### src/rtl/vpt_pkg.sv
package vpt_pkg;
  typedef enum logic {
    VP_CAPTURE = 1'b0,
    VP_OUTPUT  = 1'b1
  } vp_mode_e;
endpackage

### src/rtl/vpt_phase.sv
module vpt_phase (
  input  logic clk,
  input  logic rst,
  input  logic clk_pol_i,
  output logic tick_o,
  output logic pclk_o
);
  logic ph_q;
  logic pclk_q;

  // phase 0 is the system edge that carries the sync (active) edge
  assign tick_o = ~ph_q;
  assign pclk_o = pclk_q;

  always_ff @(posedge clk) begin
    if (rst) begin
      ph_q   <= 1'b0;
      pclk_q <= clk_pol_i;
    end else begin
      ph_q   <= ~ph_q;
      pclk_q <= tick_o ? ~clk_pol_i : clk_pol_i;
    end
  end


  pclk_toggle_chk: assert property (@(posedge clk) disable iff (rst)
    !$past(rst) |-> (pclk_q != $past(pclk_q)));


  idle_level_chk: assert property (@(posedge clk) disable iff (rst)
    tick_o |-> (pclk_q == clk_pol_i));
endmodule

### src/rtl/vpt_scan_ctr.sv
module vpt_scan_ctr #(
  parameter int HW = 12,
  parameter int VW = 11
) (
  input  logic          clk,
  input  logic          rst,
  input  logic          tick_i,
  input  logic          en_i,
  input  logic [HW-1:0] line_len_i,
  input  logic [VW-1:0] frame_lines_i,
  output logic [HW-1:0] h_nxt_o,
  output logic [VW-1:0] v_nxt_o,
  output logic          run_nxt_o,
  output logic          run_q_o
);
  logic [HW-1:0] hcnt_q;
  logic [VW-1:0] vcnt_q;
  logic          run_q;
  logic          line_end;
  logic          frame_end;

  assign run_q_o = run_q;

  always_comb begin
    line_end  = (hcnt_q == line_len_i - 1'b1);
    frame_end = (vcnt_q == frame_lines_i - 1'b1);
    h_nxt_o   = line_end ? '0 : hcnt_q + 1'b1;
    run_nxt_o = line_end ? en_i : run_q;
    if (!run_nxt_o)
      v_nxt_o = '0;
    else if (line_end)
      v_nxt_o = (!run_q || frame_end) ? '0 : vcnt_q + 1'b1;
    else
      v_nxt_o = vcnt_q;
  end

  always_ff @(posedge clk) begin
    if (rst) begin
      hcnt_q <= '0;
      vcnt_q <= '0;
      run_q  <= 1'b0;
    end else if (tick_i) begin
      hcnt_q <= h_nxt_o;
      vcnt_q <= v_nxt_o;
      run_q  <= run_nxt_o;
    end
  end


  start_on_boundary_chk: assert property (@(posedge clk) disable iff (rst)
    $rose(run_q) |-> $past(line_end && tick_i));


  stop_on_boundary_chk: assert property (@(posedge clk) disable iff (rst)
    $fell(run_q) |-> $past(line_end && tick_i));


  col_range_chk: assert property (@(posedge clk) disable iff (rst)
    hcnt_q < line_len_i);
endmodule

### src/rtl/vpt_sync_gen.sv
module vpt_sync_gen
  import vpt_pkg::*;
#(
  parameter int HW = 12,
  parameter int VW = 11
) (
  input  logic          clk,
  input  logic          rst,
  input  logic          tick_i,
  input  vp_mode_e      mode_i,
  input  logic          run_nxt_i,
  input  logic [HW-1:0] h_nxt_i,
  input  logic [VW-1:0] v_nxt_i,
  input  logic [HW-1:0] hsync_w_i,
  input  logic [HW-1:0] hblank_i,
  input  logic [VW-1:0] vsync_w_i,
  input  logic [VW-1:0] vblank_i,
  output logic [2:0]    flag_o,
  output logic          act_q_o,
  output logic          act_nxt_o
);
  logic hs_nxt, vs_nxt, f3_nxt;
  logic hs_q, vs_q, f3_q, act_q;

  always_comb begin
    hs_nxt    = run_nxt_i && (h_nxt_i < hsync_w_i);
    vs_nxt    = run_nxt_i && (v_nxt_i < vsync_w_i);
    act_nxt_o = run_nxt_i && (h_nxt_i >= hblank_i) && (v_nxt_i >= vblank_i);
    f3_nxt    = act_nxt_o && (mode_i == VP_OUTPUT);
  end

  always_ff @(posedge clk) begin
    if (rst) begin
      hs_q  <= 1'b0;
      vs_q  <= 1'b0;
      f3_q  <= 1'b0;
      act_q <= 1'b0;
    end else if (tick_i) begin
      hs_q  <= hs_nxt;
      vs_q  <= vs_nxt;
      f3_q  <= f3_nxt;
      act_q <= act_nxt_o;
    end
  end

  assign flag_o  = {f3_q, vs_q, hs_q};
  assign act_q_o = act_q;


  cap_no_frame3_chk: assert property (@(posedge clk) disable iff (rst)
    ($past(tick_i) && ($past(mode_i) == VP_CAPTURE)) |-> !f3_q);


  frame3_in_active_chk: assert property (@(posedge clk) disable iff (rst)
    f3_q |-> act_q);
endmodule

### src/rtl/vpt_data_path.sv
module vpt_data_path
  import vpt_pkg::*;
#(
  parameter int DW = 16
) (
  input  logic          clk,
  input  logic          rst,
  input  logic          tick_i,
  input  logic          same_edge_i,
  input  vp_mode_e      mode_i,
  input  logic          act_q_i,
  input  logic          act_nxt_i,
  input  logic [DW-1:0] tx_data_i,
  input  logic [DW-1:0] pad_data_i,
  output logic          tx_rd_o,
  output logic [DW-1:0] pad_data_o,
  output logic          pad_oe_o,
  output logic [DW-1:0] rx_data_o,
  output logic          rx_vld_o
);
  logic          data_edge;
  logic          drive_act;
  logic          is_out;
  logic          oe_q;
  logic [DW-1:0] dout_q;
  logic [DW-1:0] rx_q;
  logic          rxv_q;

  always_comb begin
    data_edge = same_edge_i ? tick_i : ~tick_i;
    drive_act = same_edge_i ? act_nxt_i : act_q_i;
    is_out    = (mode_i == VP_OUTPUT);
    tx_rd_o   = !rst && data_edge && drive_act && is_out;
  end

  always_ff @(posedge clk) begin
    if (rst) begin
      oe_q   <= 1'b0;
      dout_q <= '0;
    end else if (data_edge) begin
      oe_q <= drive_act && is_out;
      if (tx_rd_o) dout_q <= tx_data_i;
    end
  end

  always_ff @(posedge clk) begin
    if (rst) begin
      rxv_q <= 1'b0;
      rx_q  <= '0;
    end else begin
      rxv_q <= data_edge && act_q_i && !is_out;
      if (data_edge && act_q_i && !is_out) rx_q <= pad_data_i;
    end
  end

  assign pad_oe_o   = oe_q;
  assign pad_data_o = dout_q;
  assign rx_data_o  = rx_q;
  assign rx_vld_o   = rxv_q;


  oe_after_sync_chk: assert property (@(posedge clk) disable iff (rst)
    $rose(oe_q) |-> act_q_i);


  cap_bus_released_chk: assert property (@(posedge clk) disable iff (rst)
    (mode_i == VP_CAPTURE && $past(mode_i) == VP_CAPTURE) |-> !oe_q);


  rx_pulse_single_chk: assert property (@(posedge clk) disable iff (rst)
    rxv_q |=> !rxv_q);
endmodule

### src/rtl/vid_port_timing.sv
module vid_port_timing
  import vpt_pkg::*;
#(
  parameter int DW = 16,
  parameter int HW = 12,
  parameter int VW = 11
) (
  input  logic          clk,
  input  logic          rst,
  input  logic          en_i,
  input  logic          mode_i,
  input  logic          clk_pol_i,
  input  logic          sync_pol_i,
  input  logic          same_edge_i,
  input  logic [HW-1:0] line_len_i,
  input  logic [HW-1:0] hsync_w_i,
  input  logic [HW-1:0] hblank_i,
  input  logic [VW-1:0] frame_lines_i,
  input  logic [VW-1:0] vsync_w_i,
  input  logic [VW-1:0] vblank_i,
  input  logic [DW-1:0] tx_data_i,
  output logic          tx_rd_o,
  input  logic [DW-1:0] pad_data_i,
  output logic [DW-1:0] pad_data_o,
  output logic          pad_oe_o,
  output logic [DW-1:0] rx_data_o,
  output logic          rx_vld_o,
  output logic          pclk_o,
  output logic [2:0]    sync_o
);
  localparam int NSYNC = 3;

  vp_mode_e      mode;
  logic          tick;
  logic [HW-1:0] h_nxt;
  logic [VW-1:0] v_nxt;
  logic          run_nxt;
  logic          run_q;
  logic [2:0]    flags;
  logic          act_q;
  logic          act_nxt;

  assign mode = vp_mode_e'(mode_i);

  vpt_phase u_phase (
    .clk       (clk),
    .rst       (rst),
    .clk_pol_i (clk_pol_i),
    .tick_o    (tick),
    .pclk_o    (pclk_o)
  );

  vpt_scan_ctr #(.HW(HW), .VW(VW)) u_ctr (
    .clk           (clk),
    .rst           (rst),
    .tick_i        (tick),
    .en_i          (en_i),
    .line_len_i    (line_len_i),
    .frame_lines_i (frame_lines_i),
    .h_nxt_o       (h_nxt),
    .v_nxt_o       (v_nxt),
    .run_nxt_o     (run_nxt),
    .run_q_o       (run_q)
  );

  vpt_sync_gen #(.HW(HW), .VW(VW)) u_sync (
    .clk       (clk),
    .rst       (rst),
    .tick_i    (tick),
    .mode_i    (mode),
    .run_nxt_i (run_nxt),
    .h_nxt_i   (h_nxt),
    .v_nxt_i   (v_nxt),
    .hsync_w_i (hsync_w_i),
    .hblank_i  (hblank_i),
    .vsync_w_i (vsync_w_i),
    .vblank_i  (vblank_i),
    .flag_o    (flags),
    .act_q_o   (act_q),
    .act_nxt_o (act_nxt)
  );

  vpt_data_path #(.DW(DW)) u_data (
    .clk         (clk),
    .rst         (rst),
    .tick_i      (tick),
    .same_edge_i (same_edge_i),
    .mode_i      (mode),
    .act_q_i     (act_q),
    .act_nxt_i   (act_nxt),
    .tx_data_i   (tx_data_i),
    .pad_data_i  (pad_data_i),
    .tx_rd_o     (tx_rd_o),
    .pad_data_o  (pad_data_o),
    .pad_oe_o    (pad_oe_o),
    .rx_data_o   (rx_data_o),
    .rx_vld_o    (rx_vld_o)
  );

  for (genvar g = 0; g < NSYNC; g++) begin : g_pin
    assign sync_o[g] = flags[g] ^ sync_pol_i;
  end


  sync_needs_run_chk: assert property (@(posedge clk) disable iff (rst)
    (flags[0] || flags[1]) |-> run_q);


  oe_needs_run_chk: assert property (@(posedge clk) disable iff (rst)
    $rose(pad_oe_o) |-> (run_q && flags[2]));
endmodule

### config.mk
export PLATFORM = sky130hd
export DESIGN_NAME = vid_port_timing
export DESIGN_NICKNAME = d
export VERILOG_FILES = /design/src/rtl/vpt_pkg.sv /design/src/rtl/vpt_phase.sv /design/src/rtl/vpt_scan_ctr.sv /design/src/rtl/vpt_sync_gen.sv /design/src/rtl/vpt_data_path.sv /design/src/rtl/vid_port_timing.sv
export SDC_FILE = /design/constraint.sdc
export NUM_CORES = 1
export LEC_CHECK = 0
export BUFFER_PORTS_ARGS = -buffer_cell sky130_fd_sc_hd__buf_2
export CAP_MARGIN = 10
export CORE_ASPECT_RATIO = 1.5
export CORE_MARGIN = 2
export CORE_UTILIZATION = 35
export DETAILED_ROUTE_END_ITERATION = 16
export PLACE_DENSITY = 0.68
export SLEW_MARGIN = 20
export SYNTH_ARGS = -nofsm -noshare
export SYNTH_HDL_FRONTEND = slang
export SYNTH_SLANG_ARGS = --single-unit
### constraint.sdc
create_clock -name clk -period 7.5 [get_ports clk]
set_input_delay 0.75 -clock clk [delete_from_list [all_inputs] [get_ports clk]]
set_output_delay 0.75 -clock clk [all_outputs]
set_load 0.005 [all_outputs]
== Yosys cells after proc, flatten, opt, wreduce, memory -nomap -nowiden ==
Index checks and enable logic that the tools add are counted.

* Add/sub/neg operators: 4
* Magnitude comparators: 4
* Equal/unequal tests: 2
* Muxes and demuxes: 9
* Bitwise gates (word level): 5
* Reduce and logical (&&, ||, !) cells: 16

{| class="wikitable"
|+ Operators with widths
! kind !! count
|-
| $mux W11 || 3
|-
| $add A12 B1 Y12 const B || 1
|-
| $eq A12 B12 Y1 || 1
|-
| $ge A12 B12 Y1 || 1
|-
| $lt A12 B12 Y1 || 1
|-
| $mux W12 || 1
|-
| $sub A12 B1 Y12 const B || 1
|-
| $add A11 B1 Y11 const B || 1
|-
| $eq A11 B11 Y1 || 1
|-
| $ge A11 B11 Y1 || 1
|-
| $logic_and A1 B1 Y1 || 11
|-
| $lt A11 B11 Y1 || 1
|-
| $sub A11 B1 Y11 const B || 1
|-
| $mux W1 || 5
|-
| $logic_not A1 Y1 || 3
|-
| $xor A1 B1 Y1 || 3
|-
| $not A1 Y1 || 2
|-
| $reduce_and A2 Y1 || 1
|-
| $logic_or A1 B1 Y1 || 1
|}

* Bits in registers: 64
* Input bits: 108
* Output and inout bits: 39
* Word-level logic and storage cells: 53

== Longest topological paths before layout ==
* Depth after elaboration: 12
* Mapped depth: 22
* Depth with buffers taken out: 19

== Hierarchy ==
Synthesis repeated with hierarchy kept, for this count alone.

* Cells, all modules: 692
* Area, all modules: 5426.5 sq um

{| class="wikitable"
|+ Modules (own cells, without submodules)
! module !! times used !! cells each !! area each (sq um) !! seq. area each (sq um)
|-
| vpt_scan_ctr || 1 || 352 || 2514.9 || 480.5
|-
| vpt_data_path || 1 || 167 || 1570.3 || 680.7
|-
| vpt_sync_gen || 1 || 165 || 1256.2 || 80.1
|-
| vpt_phase || 1 || 5 || 58.8 || 40.0
|-
| vid_port_timing || 1 || 3 || 26.3 || 0.0
|}

== Worst setup path before layout ==
No wires, ideal clock.

* Path type: input to output
* Start: input line_len_i[3]
* End: output tx_rd_o
* Arrival: 4.941 ns
* Data required time: 6.750 ns
* Path slack: 1.809 ns
* Stages on the path: 17
* Path buffers: 3
* Cell sequence: or4_1 or4_4 or4_4 a211oi_4 buf_2 buf_2 nand2_1 xor2_1 nor2_1 ha_1 a21o_1 a21o_1 a2111oi_0 a21oi_1 a41o_1 buf_6 nor2b_1

* Cells in the longest elaborated chain, start to end: 9
* Elaborated cells on any way between the ends: 13
* Classes of those cells: 1 x add/sub; 2 x order compare; 1 x eq/ne; 5 x mux; 4 x reduce/logical

{| class="wikitable"
|+ RTL lines
! element !! line !! source
|-
| start: declaration || vid_port_timing.sv:15 || <nowiki>input logic [HW-1:0] line_len_i,</nowiki>
|-
| $sub A12 B1 Y12 (*) || vpt_scan_ctr.sv:25 || <nowiki>line_end = (hcnt_q == line_len_i - 1'b1);</nowiki>
|-
| $eq A12 B12 Y1 (*) || vpt_scan_ctr.sv:25 ||
|-
| $mux W11 or $mux W1 (tied branches) || vpt_scan_ctr.sv:31, vpt_scan_ctr.sv:28 ||
|-
| $mux W11 (*) || vpt_scan_ctr.sv:29 || <nowiki>if (!run_nxt_o)</nowiki>
|-
| named net u_ctr.v_nxt_o[8] || vpt_scan_ctr.sv:12 || <nowiki>output logic [VW-1:0] v_nxt_o,</nowiki>
|-
| $ge A11 B11 Y1 (*) || vpt_sync_gen.sv:28 || <nowiki>act_nxt_o = run_nxt_i && (h_nxt_i >= hblank_i) && (v_nxt_i >= vblank_i);</nowiki>
|-
| $logic_and A1 B1 Y1 (*) || vpt_sync_gen.sv:28 ||
|-
| $mux W1 (*) || vpt_data_path.sv:31 || <nowiki>drive_act = same_edge_i ? act_nxt_i : act_q_i;</nowiki>
|-
| $logic_and A1 B1 Y1 (*) (2 in a row) || vpt_data_path.sv:33 || <nowiki>tx_rd_o = !rst && data_edge && drive_act && is_out;</nowiki>
|-
| end: declaration || vid_port_timing.sv:22 || <nowiki>output logic tx_rd_o,</nowiki>
|}

The timed path passes the listed nets; every way through them passes the cells marked *.

== Worst setup path after layout ==
Ends and elaborated chain as after synthesis.

==> impl_metrics.csv <==
group,metric,value,unit
run_status,status,"finished, final reports clean",
synth,synth-seq-area-share,24.9,%
critical_path,worst_setup_path_start_kind,"input port",
routing,drt_pre_antenna_iters,5,
synth,asyncSetResetFlopFracSynth,0,%
timing,worst-slew-pin-transition,1050,ps
clock_tree,numCtsBuffers,9,
floorplan,chipWidth,103,um
floorplan,fp.dieH,152,um
clock_tree,clock_latency,340,ps
placement,io_buffers,146,
clock_tree,tritoncts_num_sinks,64,
finish,finalCoreUtilization,44.0,%
timing,fmax,0.159,GHz
routing,route.vias.total,4934,
routing,routed_wire_length_per_instance,14.2,um
finish,synthToLayoutAreaGrowth,23.8,%
floorplan,initial_utilization,35.5,%
routing,via_count_normalized_by_instance_count,5.02,
synth,yosys_warnings,0,
placement,placed_cell_area,6030,um2
routing,drc,0,
synth,post_synth.cell_area_avg,7.91,um2
timing,hold_violations,0,
power,power.static_leakage,0.00290,uW
placement,gp_congestion,0.907,
critical_path,worstPathMaxFanout,11,
routing,routed_wirelength,13.9,mm
synth,yosys_reg_bits,64,
grt,gr-usage-all-layers,17.8,%
power,total_power,938,uW
finish,num-nets-final,936,
finish,layout_cell_share_with_drive_strength_beyond_1,23.1,%
synth,yosys-top-cells-area,"sky130_fd_sc_hd__dfxtp_1, sky130_fd_sc_hd__ha_1, sky130_fd_sc_hd__mux2i_1, sky130_fd_sc_hd__nand2b_1, sky130_fd_sc_hd__xnor2_1",
timing,final_setup_tns,0,ps
timing,timing_max_transition_violations_final,0,
synth,syn-instance-count,650,
synth,yosys.area.top_type,"sky130_fd_sc_hd__dfxtp_1",
timing,setup-violations-final,0,
floorplan,fp.coreArea,14500,um2
grt,grt_max_degree,82,
critical_path,cp_data_arrival_time,5540,ps
critical_path,crit_type,"input port to output port",
synth,netlist.area_leader.share,24.9,%
min_path,min_path_type,"register to register",
routing,drtIter0Drc,238,
synth,synth.distinct_cells,56,
clock_tree,clock-root-buffer,"sky130_fd_sc_hd__clkbuf_16",
floorplan,die-area,15700,um2
floorplan,floorplan.io_pins,147,
timing,grt_setup_unrepaired,"no",
power,vdd.ir_drop.worst,0.100,mV
finish,post-route-cell-area,6360,um2
synth,largest_family_of_logic_cells_by_synthesized_area,"simple AND/OR/NAND/NOR gates",
clock_tree,setup_buffers_after_cts,0,
synth,synthesized_area_fraction_occupied_by_ao_oa_aoi_and_oai_cells,15.9,%
timing,slew_headroom,29.6,%
synth,multiplexer_share_of_the_synthesized_area,6.84,%
timing,setup_ws,1210,ps
floorplan,row_count,54,
clock_tree,clk_pin_slew,60,ps
synth,synth_xor_xnor_area_share,8.35,%
placement,preCtsSetupSlack,1210,ps
synth,synthesis.area,5140,um2
timing,layout_worst_path_cycle_share,83.9,%
clock_tree,htree_num_levels,3,
critical_path,critical_path_data_required_time,6750,ps
clock_tree,cts_hold_repair.buffers,0,
run,max_cap_violations,0,
clock_tree,cts_tree,"yes",
clock_tree,max-clock-path-buffers,2,
synth,synth_ff_type,"sky130_fd_sc_hd__dfxtp_1",
timing,skew,7.56,ps
routing,antenna_left,0,
grt,grt_first_pass_wirelength,22.5,mm
placement,detailedPlacementHpwl,11.1,mm
synth,post_synth_fa_ha_maj_area_fraction,11.7,%
clock_tree,cts_resized,0,
critical_path,crit_path_end_kind,"output port",
synth,synth-simple-area-share,25.7,%
grt,antenna_found_initial,1,
grt,overflow,0,
grt,grt_pass1_vias,4818,
power,power_density,147,nW/um2
timing,period_needed,6290,ps
synth,synth_enable_flop_cells,0,
synth,postSynthNetCount,806,
==> sequential cells by signal, indices dropped and copies added (netlist names) <==
register	flops
u_data.pad_data_o	16
u_data.rx_data_o	16
u_ctr.hcnt_q	12
u_ctr.vcnt_q	11
u_ctr.run_q_o	1
u_data.pad_oe_o	1
u_data.rx_vld_o	1
u_phase.pclk_o	1
u_phase.ph_q	1
u_sync.act_q_o	1
u_sync.f3_q	1
u_sync.hs_q	1
u_sync.vs_q	1
==> layout make-up <==
type / count / area (um2)
Fill cell: 1533 / 8100
Multi-Input combinational cell: 500 / 3520
Sequential cell: 64 / 1280
Timing Repair Buffer: 154 / 791
Tap cell: 196 / 245
Clock buffer: 10 / 239
Inverter: 51 / 191
Clock inverter: 6 / 91.3
Antenna cell: 1 / 2.50
==> where the power goes <==
| group | switching (uW) | internal, uW | leakage [uW] | total (uW) |
|---|---|---|---|---|
| Sequential | 4.86 | 343 | 0.000517 | 348 |
| Clock | 166 | 301 | 0.000151 | 467 |
| Combinational | 65.5 | 56.5 | 0.00223 | 122 |
==> synth_stat cells, drive strengths merged (11+ instances only) <==
library cell	number
dfxtp	64
ha	48
mux2i	34
inv	51
clkbuf	27
nor3	14
xnor2	28
nor2	63
nand2b	40
nand3	17
a21oi	28
xor2	21
o21ai	20
and3	12
nand2	40
nor2b	11
nand4	14
==> cell families after synthesis <==
kind of cell | Yosys count
AO/OA/AOI/OAI | 117
XOR/XNOR | 49
adder cells (fa/ha/maj) | 48
buffers and inverters | 86
flip-flops | 64
multiplexers | 35
AND/OR/NAND/NOR | 251
==> worst max-delay path, stage by stage <==
cell                        delay [ps]
sky130_fd_sc_hd__buf_2             140
sky130_fd_sc_hd__or4_1             540
sky130_fd_sc_hd__or4_4             530
sky130_fd_sc_hd__or4_4             560
sky130_fd_sc_hd__a211oi_4          500
sky130_fd_sc_hd__and3_1            300
sky130_fd_sc_hd__xnor2_1           140
sky130_fd_sc_hd__nor2_1             80
sky130_fd_sc_hd__ha_1              320
sky130_fd_sc_hd__a211o_1           320
sky130_fd_sc_hd__o22ai_1           130
sky130_fd_sc_hd__a211oi_1           70
sky130_fd_sc_hd__a2111oi_0         400
sky130_fd_sc_hd__a21oi_1           170
sky130_fd_sc_hd__a41o_1            300
sky130_fd_sc_hd__nor2b_1           140
sky130_fd_sc_hd__buf_2             160
==> layout by cell type (no fill, tap or decap), drive strengths merged, types with 4 or more instances in the layout <==
cell type,instances
or3,4
a21o,10
a21oi,28
nand3b,10
buf,154
clkbuf,10
nand3,17
nand2,40
a211o,5
nor2,63
o21ai,20
and3,12
mux2i,34
nand4b,5
nor2b,11
dfxtp,64
a211oi,8
ha,48
or4,5
nor3,14
o21a,6
nor4,7
a31oi,5
xor2,21
nand2b,40
xnor2,28
o211ai,10
and2,4
nand4,14
inv,52
==> path summary, 6_finish.rpt <==
path	startpoint	to	slack (ps)	cells after the start
worst max-delay path	line_len_i[3]	tx_rd_o	1210	17
worst min-delay path	u_data.pad_data_o[9]	u_data.pad_data_o[9]	470	2
worst max register to register	u_ctr.hcnt_q[7]	u_data.pad_oe_o	2700	18
worst min register to register	u_data.pad_data_o[9]	u_data.pad_data_o[9]	470	2
==> metal layers <==
metal	vias to the layer above	wire, um	track usage (%)
li1	2544	-	-
met1	2259	5520	19.9
met2	102	7440	32.7
met3	29	522	2.48
met4	0	437	7.39
met5	-	0	0
==> metrics by stage <==
| stage | instances | hold WS [ps] |
|---|---|---|
| 5_1_grt | 982 | 491 |
| 3_5_place_dp | 965 | 462 |
| 3_3_place_gp | 965 | 455 |
| 6_report | 982 | 473 |
| 2_1_floorplan | 650 | 445 |
| 4_1_cts | 981 | 475 |
Note: power is estimated with default switching activity, not from simulation.
